`src/rtl/hb_attr_decode.sv`:
```
module hb_attr_decode #(
  parameter int ADDR_W = 32,
  parameter int RAM_W  = 16,
  parameter logic [7:0] SMR_RST = 8'h02
) (
  input  logic              clk,
  input  logic              rst_n,
  input  logic              cfg_wr,
  input  logic [5:0]        cfg_dw,
  input  logic [3:0]        cfg_be,
  input  logic [31:0]       cfg_wdata,
  output logic [31:0]       cfg_rdata,
  input  logic [RAM_W-1:0]  ram_mib,
  input  logic [ADDR_W-1:0] mem_addr,
  input  logic              mem_smm,
  output logic              legacy_hit,
  output logic              rd_dram,
  output logic              wr_dram
);
  localparam int NSEG = 13;
  localparam int NATTR = 7;
  localparam logic [5:0] DW_RAM = 6'h15;
  localparam logic [5:0] DW_AT0 = 6'h16;
  localparam logic [5:0] DW_AT1 = 6'h17;
  localparam logic [5:0] DW_SMR = 6'h1C;
  localparam int OPEN_BIT = 6;
  localparam int GEN_BIT = 3;

  logic [NATTR-1:0][7:0] attr_q;
  logic [7:0] smr_q;
  logic [NSEG-1:0] seg_re, seg_we;

  always_ff @(posedge clk) begin
    if (!rst_n) begin
      attr_q <= '0;
      smr_q  <= SMR_RST;
    end else if (cfg_wr) begin
      if (cfg_dw == DW_AT0)
        for (int l = 1; l < 4; l++)
          if (cfg_be[l]) attr_q[l-1] <= cfg_wdata[8*l +: 8];
      if (cfg_dw == DW_AT1)
        for (int l = 0; l < 4; l++)
          if (cfg_be[l]) attr_q[l+3] <= cfg_wdata[8*l +: 8];
      if (cfg_dw == DW_SMR && cfg_be[2]) smr_q <= cfg_wdata[23:16];
    end
  end

  logic [RAM_W-4:0] ram_units;
  logic [7:0] ram_byte;
  assign ram_units = ram_mib[RAM_W-1:3];
  assign ram_byte = (ram_units > (RAM_W-2)'(255)) ? 8'hFF : ram_units[7:0];

  always_comb begin
    case (cfg_dw)
      DW_RAM:  cfg_rdata = {ram_byte, 24'h0};
      DW_AT0:  cfg_rdata = {attr_q[2], attr_q[1], attr_q[0], 8'h00};
      DW_AT1:  cfg_rdata = {attr_q[6], attr_q[5], attr_q[4], attr_q[3]};
      DW_SMR:  cfg_rdata = {8'h00, smr_q, 16'h0000};
      default: cfg_rdata = '0;
    endcase
  end

  for (genvar i = 0; i < NSEG; i++) begin : g_seg
    localparam int BYTE = (i + 1) / 2;
    localparam int SH = (i % 2 == 0) ? 4 : 0;
    assign seg_re[i] = attr_q[BYTE][SH];
    assign seg_we[i] = attr_q[BYTE][SH+1];
  end

  logic low_mb, in_bios, in_exp, in_smr, smr_ram;
  logic [3:0] seg_idx;
  assign low_mb  = (mem_addr[ADDR_W-1:20] == '0);
  assign in_bios = low_mb && mem_addr[19:16] == 4'hF;
  assign in_exp  = low_mb && mem_addr[19:18] == 2'b11 && mem_addr[17:16] != 2'b11;
  assign in_smr  = low_mb && mem_addr[19:17] == 3'b101;
  assign seg_idx = in_bios ? 4'd0 : mem_addr[17:14] + 4'd1;
  assign smr_ram = smr_q[OPEN_BIT] | (mem_smm & smr_q[GEN_BIT]);

  assign legacy_hit = in_bios | in_exp | in_smr;
  assign rd_dram = in_smr ? smr_ram : (in_bios | in_exp) ? seg_re[seg_idx] : 1'b1;
  assign wr_dram = in_smr ? smr_ram : (in_bios | in_exp) ? seg_we[seg_idx] : 1'b1;

  p_other_dw_r8: assert property (@(posedge clk) disable iff (!rst_n)
    (cfg_wr && cfg_dw != DW_AT0 && cfg_dw != DW_AT1 && cfg_dw != DW_SMR)
      |=> ($stable(attr_q) && $stable(smr_q)));
  p_idle_hold_r11: assert property (@(posedge clk) disable iff (!rst_n)
    !cfg_wr |=> ($stable(attr_q) && $stable(smr_q)));
  p_be_mask_r7: assert property (@(posedge clk) disable iff (!rst_n)
    (cfg_wr && cfg_dw == DW_SMR && !cfg_be[2]) |=> $stable(smr_q));
  p_outside_r10: assert property (@(posedge clk) disable iff (!rst_n)
    !legacy_hit |-> (rd_dram && wr_dram));
  p_smr_open_r6: assert property (@(posedge clk) disable iff (!rst_n)
    (in_smr && smr_q[OPEN_BIT]) |-> (rd_dram && wr_dram && legacy_hit));
  p_ram_ro_r9: assert property (@(posedge clk) disable iff (!rst_n)
    (cfg_dw == DW_RAM) |-> (cfg_rdata[23:0] == 24'h0));
endmodule

```
`config.mk`:
```
export PLATFORM = sky130hd
export DESIGN_NAME = hb_attr_decode
export DESIGN_NICKNAME = d
export VERILOG_FILES = /design/src/rtl/hb_attr_decode.sv
export SDC_FILE = /design/constraint.sdc
export NUM_CORES = 1
export LEC_CHECK = 0
export BUFFER_PORTS_ARGS = -buffer_cell sky130_fd_sc_hd__buf_4
export CAP_MARGIN = 10
export CORE_MARGIN = 4
export CORE_UTILIZATION = 44
export CTS_CLUSTER_DIAMETER = 30
export CTS_CLUSTER_SIZE = 40
export DETAILED_ROUTE_END_ITERATION = 10
export PLACE_DENSITY = 0.82
export SLEW_MARGIN = 30
export SYNTH_ARGS = -nofsm -noshare
export SYNTH_HDL_FRONTEND = slang
export SYNTH_SLANG_ARGS = --single-unit
```
`constraint.sdc`:
```
create_clock -name clk -period 1.49 [get_ports clk]
set_input_delay 0.149 -clock clk [delete_from_list [all_inputs] [get_ports clk]]
set_output_delay 0.149 -clock clk [all_outputs]
set_load 0.05 [all_outputs]
```
==> results of run 1 <==
[what timing repair did]
action | 4_1_cts | 5_1_grt
pin swaps | 3 | 37
gates resized for setup | 11 | 138
setup buffers | 0 | 6
hold buffers | 0 | 0
setup endpoints to repair | 11 | 35
cloned | 0 | 2
[synthesized netlist by cell type, types with 2 or more instances]
| master | number |
|---|---|
| mux2i_1 | 59 |
| mux4_2 | 4 |
| inv_1 | 4 |
| buf_2 | 3 |
| a21oi_1 | 2 |
| nand2_1 | 52 |
| nor4_4 | 2 |
| nand3_2 | 4 |
| nor3_1 | 2 |
| o21ai_0 | 3 |
| nor2_1 | 6 |
| nand3_1 | 6 |
| nor2b_1 | 56 |
| a22oi_1 | 7 |
| o221ai_1 | 8 |
| and3_1 | 5 |
| clkbuf_1 | 12 |
| dfxtp_1 | 64 |
| a22o_1 | 8 |
| nor4_1 | 2 |
| a31oi_1 | 2 |
| o211ai_1 | 2 |
| a21boi_0 | 8 |
| and2_1 | 8 |
| buf_1 | 2 |
| xor2_1 | 2 |
[power breakdown]
part           internal [uW]  switching, uW
clock                    680            663
sequential              1710           3.20
combinational            260            200
total                   2650            867
[metrics by stage]
step | area [um^2] | setup TNS [ns] | util [%] | worst slack [ns] | power, uW
final | 5670 | -3.78 | 78.2 | -0.461 | 3520
after global routing | 5670 | -6.95 | 78.2 | -0.505 | 3630
after CTS | 5000 | -0.853 | 69.0 | -0.443 | 3460
after detailed placement | 4800 | -2.34 | 66.2 | -0.291 | 2160
after global placement | 4800 | -1.80 | 66.2 | -0.278 | 2150
after floorplan | 3460 | -0.237 | - | -0.0794 | 1910
[state kept, by name, indices dropped and copies added, names as in the netlist]
name	flops
attr_q	56
smr_q	8
[per-layer routing]
metal	GRT usage [%]	share of wire, %	vias to the layer above
li1	-	-	1570
met1	25.2	40	1667
met2	36.9	51	115
met3	5.26	5.4	39
met4	7.21	3.7	0
met5	0	0	-
[area by class of cell]
| cell class | count | area share [%] |
|---|---|---|
| Clock inverter | 3 | 0.309 |
| Tap cell | 99 | 2.18 |
| Multi-Input combinational cell | 261 | 41.2 |
| Clock buffer | 12 | 2.73 |
| Sequential cell | 64 | 22.6 |
| Inverter | 5 | 0.331 |
| Timing Repair Buffer | 174 | 30.6 |
[final timing paths]
path | startpoint | to | slack (ns) | cells past startpoint
worst min register to register | attr_q[7]$_SDFFE_PN0P_ | attr_q[7]$_SDFFE_PN0P_ | 0.49 | 2
worst max register to register | attr_q[4]$_SDFFE_PN0P_ | attr_q[4]$_SDFFE_PN0P_ | 0.58 | 2
worst min-delay path | cfg_wdata[7] | attr_q[31]$_SDFFE_PN0P_ | 0.05 | 3
worst max-delay path | attr_q[45]$_SDFFE_PN0P_ | wr_dram | -0.46 | 5
[worst reg2reg max path, delay by kind of cell, from the launching register on]
kind | cells | cell delay (ns)
AO/OA/AOI/OAI | 1 | 0.26
AND/OR/NAND/NOR | 1 | 0.10
flip-flops | 1 | 0.45
[cells by family after synthesis]
group | Yosys count | share of synthesized area (%)
flops | 64 | 38.8
simple gates | 148 | 25.5
xor+xnor | 3 | 0.797
fa+ha+maj | 1 | 0.379
compound gates | 46 | 10.8
buf+inv | 23 | 2.96
mux | 63 | 20.6
==> impl_metrics.env, run 1 <==
export IMPL_ys_async_sr_fraction_pct=0
export IMPL_synth_area_per_cell_um2=9.48
export IMPL_whs_ns=0.0530
export IMPL_fin_skew_ns=0
export IMPL_worst_slew_pin_slew_ns=0.515
export IMPL_clk_path_buf_depth=2
export IMPL_hpwl_um=7130
export IMPL_antenna_cells=0
export IMPL_io_buffers=111
export IMPL_max_slew_margin_rel_pct=65.7
export IMPL_crit_chain="mux4_2 -> mux2i_2 -> o2111ai_2 -> a2bb2oi_4 -> buf_6"
export IMPL_wl_um=11800
export IMPL_clk_pin_slew_ns=0.07
export IMPL_gr_total_overflow=0
export IMPL_ir_worst_vdd_mv=0.639
export IMPL_antenna_found_initial=0
export IMPL_yosysSeqAreaShare_pct=38.8
export IMPL_cts_root_buf="clkbuf_8"
export IMPL_path_max_fanout=2
export IMPL_seq_area_um2=1280
export IMPL_synthFlopType="dfxtp_1"
export IMPL_grt_max_degree=65
export IMPL_synth_edff_count=0
export IMPL_die_height_um=94.6
export IMPL_core_region_area_um2=7250
export IMPL_cts_sinks=64
export IMPL_setup_viol=42
export IMPL_first_pass_iters=4
export IMPL_final_cell_mix="buf_4 (119), dfxtp_1 (61), mux2i_1 (58), nor2b_1 (55), buf_8 (36)"
export IMPL_drc=0
export IMPL_finalMaxSlewViolations=0
export IMPL_ios=129
export IMPL_fillers=443
export IMPL_timing_final_ws_setup_ns=-0.461
export IMPL_syn_inst=348
export IMPL_cp_slowest_cell="mux4_2"
export IMPL_fin_cells=618
export IMPL_hp_class="in -> reg"
export IMPL_worstPathArrival_ns=1.80
export IMPL_multiInputGateArea_um2=2340
export IMPL_critPathTopFamily="multiplexers"
export IMPL_max_stage_delay_ns=0.47
export IMPL_vias_per_cell=5.49
export IMPL_htree_levels=3
export IMPL_p_leak_uw=0.00268
export IMPL_die_w_um=94.6
export IMPL_die_area_um2=8950
export IMPL_num_rows=31
export IMPL_synth_distinct_cells=41
export IMPL_syn_cell_area_um2=3300
export IMPL_hold_viol=0
export IMPL_cts_tree="yes"
export IMPL_clock_fmax_mhz=512
export IMPL_synth_top_cells_by_area="dfxtp_1 (39%), mux2i_1 (18%), nor2b_1 (11%)"
export IMPL_cap_violations=0
export IMPL_initial_core_util_pct=45.5
export IMPL_syn_nets=443
export IMPL_cp_num_buf_inv=1
export IMPL_gp_congestion=0.993
export IMPL_drt_iter0_markers=195
export IMPL_ys_ff_latch=64
export IMPL_p_per_area_nw_per_um2=620
export IMPL_outcome="finished with violations"
export IMPL_violations="negative setup slack"
export IMPL_drive_above_1_share_pct=51.6
export IMPL_placed_cells=595
export IMPL_area_growth_pct=72.0
export IMPL_drtAntennaViolNets=0
export IMPL_fin_crit_ns=1.95
export IMPL_synth_top_area_cell="dfxtp_1"
export IMPL_wl_per_cell_um=19.1
export IMPL_dr_total_vias=3391
export IMPL_insertion_delay_ns=0.35
export IMPL_grt_pass1_vias=3174
export IMPL_nets=610
export IMPL_rsz0062_at_grt="yes"
export IMPL_grt_usage_pct=21.1
export IMPL_ys_warn_count=0
export IMPL_grt_pass1_wl_um=14800
export IMPL_netlist_area_leader_share_pct=38.8
export IMPL_layout_commonest_cell="buf_4"
export IMPL_start_kind="flop"
export IMPL_worstSetupEndpointType="output port"
export IMPL_cts_made_buffers=9
export IMPL_min_period_over_period_pct=131
export IMPL_criticalPathCategory="reg -> out"
export IMPL_critPathRequiredTime_ns=1.34
(Power assumes the default switching activity.)
==> run 2, diff against run 1 <==
- CAP_MARGIN: 10 -> unset
- SKIP_CTS_REPAIR_TIMING: unset -> 1
==> run 2 against run 1 <==
Effect of this change:
- the flow still finishes with violations (negative setup slack)
- final area shrank 3.0%
- first-iteration DRC count shrank 33%
- critical path depth is the same
- routed wire length shrank 15%
- register-to-register slack gained 0.12 ns
- sequential cell count is the same
==> impl_metrics.env, run 2 (synthesis results as in run 1) <==
export IMPL_outcome="finished with violations"
export IMPL_violations="negative setup slack"
export IMPL_antenna_cells=0
export IMPL_drive_above_1_share_pct=50.9
export IMPL_setup_viol=22
export IMPL_htree_levels=3
export IMPL_p_leak_uw=0.00256
export IMPL_critPathRequiredTime_ns=1.34
export IMPL_die_height_um=94.6
export IMPL_clock_fmax_mhz=518
export IMPL_timing_final_ws_setup_ns=-0.439
export IMPL_ir_worst_vdd_mv=0.642
export IMPL_cts_sinks=64
export IMPL_hp_class="in -> reg"
export IMPL_gp_congestion=0.993
export IMPL_largestRegisters="attr_q x56, smr_q x8"
export IMPL_antenna_found_initial=0
export IMPL_placed_cells=595
export IMPL_layout_commonest_cell="buf_4"
export IMPL_ios=129
export IMPL_dr_total_vias=3210
export IMPL_setup_tns_ns=-1.18
export IMPL_worstSetupEndpointType="output port"
export IMPL_first_pass_iters=4
export IMPL_finalMaxSlewViolations=0
export IMPL_rr_endpoint="attr_q[36]$_SDFFE_PN0P_"
export IMPL_ff2ff_path_depth=3
export IMPL_cts_root_buf="clkbuf_8"
export IMPL_seq_area_um2=1280
export IMPL_p_per_area_nw_per_um2=632
export IMPL_final_cell_mix="buf_4 (123), dfxtp_1 (61), mux2i_1 (58), nor2b_1 (55)"
export IMPL_drt_iter0_markers=130
export IMPL_drc=0
export IMPL_initial_core_util_pct=45.5
export IMPL_largest_register_ffs=56
export IMPL_path_max_fanout=2
export IMPL_rr_startpoint="attr_q[36]$_SDFFE_PN0P_"
export IMPL_nets=608
export IMPL_grt_pass1_vias=3165
export IMPL_fin_cells=616
export IMPL_num_rows=31
export IMPL_max_slew_margin_rel_pct=67.0
export IMPL_die_area_um2=8950
export IMPL_core_region_area_um2=7250
export IMPL_grt_usage_pct=20.9
export IMPL_area_growth_pct=66.8
export IMPL_rsz0062_at_grt="yes"
export IMPL_fin_skew_ns=0
export IMPL_worstPathArrival_ns=1.78
export IMPL_worst_slew_pin_slew_ns=0.495
export IMPL_min_path_cells=3
export IMPL_die_w_um=94.6
export IMPL_wl_um=10000
export IMPL_start_kind="flop"
export IMPL_wl_per_cell_um=16.3
export IMPL_hold_viol=0
export IMPL_hold_end="smr_q[1]$_SDFFE_PN1P_"
export IMPL_io_buffers=111
export IMPL_dp_slack_ns=-0.291
export IMPL_criticalPathCategory="reg -> out"
export IMPL_clk_pin_slew_ns=0.07
export IMPL_fin_crit_ns=1.93
export IMPL_cts_made_buffers=9
export IMPL_final_util_pct=75.8
export IMPL_cap_violations=0
export IMPL_grt_max_degree=65
export IMPL_final_area_um2=5500
export IMPL_multiInputGateArea_um2=2260
export IMPL_fillers=477
export IMPL_vias_per_cell=5.21
export IMPL_hpwl_um=7130
export IMPL_gr_total_overflow=0
export IMPL_drtAntennaViolNets=0
export IMPL_regMostFlops="attr_q"
export IMPL_insertion_delay_ns=0.34
export IMPL_cts_tree="yes"
export IMPL_placed_area_um2=4800
export IMPL_hp_start="cfg_wdata[17]"
export IMPL_r2r_slack_ns=0.70
export IMPL_clk_path_buf_depth=2
export IMPL_grt_pass1_wl_um=14700
export IMPL_min_period_over_period_pct=129
-- run 2: changes by cell type in the layout (fill, tap and decap cells not counted), moves of 3 or more --
cell | previous run | this run
buf_4 | 119 | 123
a22oi_1 | 4 | 1
nand2_1 | 22 | 28
and2_4 | 8 | 4
a22oi_2 | 3 | 6
buf_6 | 10 | 14
and2_2 | 0 | 4
buf_8 | 36 | 28
nand3_4 | 3 | 0
nand3_2 | 1 | 4
nand2_4 | 18 | 11
-- run 2: layer usage --
| metal | vias up | wire [um] | track usage, % |
|---|---|---|---|
| li1 | 1556 | - | - |
| met1 | 1534 | 3970 | 25.0 |
| met2 | 103 | 5220 | 35.9 |
| met3 | 17 | 637 | 5.50 |
| met4 | 0 | 202 | 7.93 |
| met5 | - | 0 | 0 |
-- run 2: stage by stage --
step	hold slack [ns]	total power (uW)
after floorplan	0.277	1910
after global placement	0.390	2150
after detailed placement	0.401	2160
after CTS	0.0402	3460
after global routing	0.0593	3630
final	0.0558	3480
-- run 2: worst max-delay path by stage --
stage,start,end,slack [ns],cells past startpoint
after global routing,attr_q[49]$_SDFFE_PN0P_,wr_dram,-0.50,5
final,attr_q[49]$_SDFFE_PN0P_,wr_dram,-0.44,5
after CTS,attr_q[49]$_SDFFE_PN0P_,wr_dram,-0.53,5
after detailed placement,mem_addr[14],wr_dram,-0.29,8
after floorplan,mem_addr[14],wr_dram,-0.08,7
after global placement,mem_addr[14],wr_dram,-0.28,7
-- run 2: power by group --
part	total, uW	internal (uW)	switching (uW)
Combinational	442	256	186
Clock	1320	680	638
Sequential	1720	1710	3.05
-- run 2: cell type report --
cell class              instances  area share [%]
multi-input cells             261            41.1
repair buffers                172            29.8
flip-flops and latches         64            23.4
clock buffers                  12            2.82
well taps                      99            2.25
inverters                       5           0.341
clock inverters                 3           0.318
-- run 2: worst max-delay path, cell delays in order (launching register included) --
cell and delay (ns):
dfxtp_2 0.33, mux4_2 0.46, mux2i_2 0.18, o2111ai_2 0.16
a2bb2oi_4 0.17, buf_6 0.15
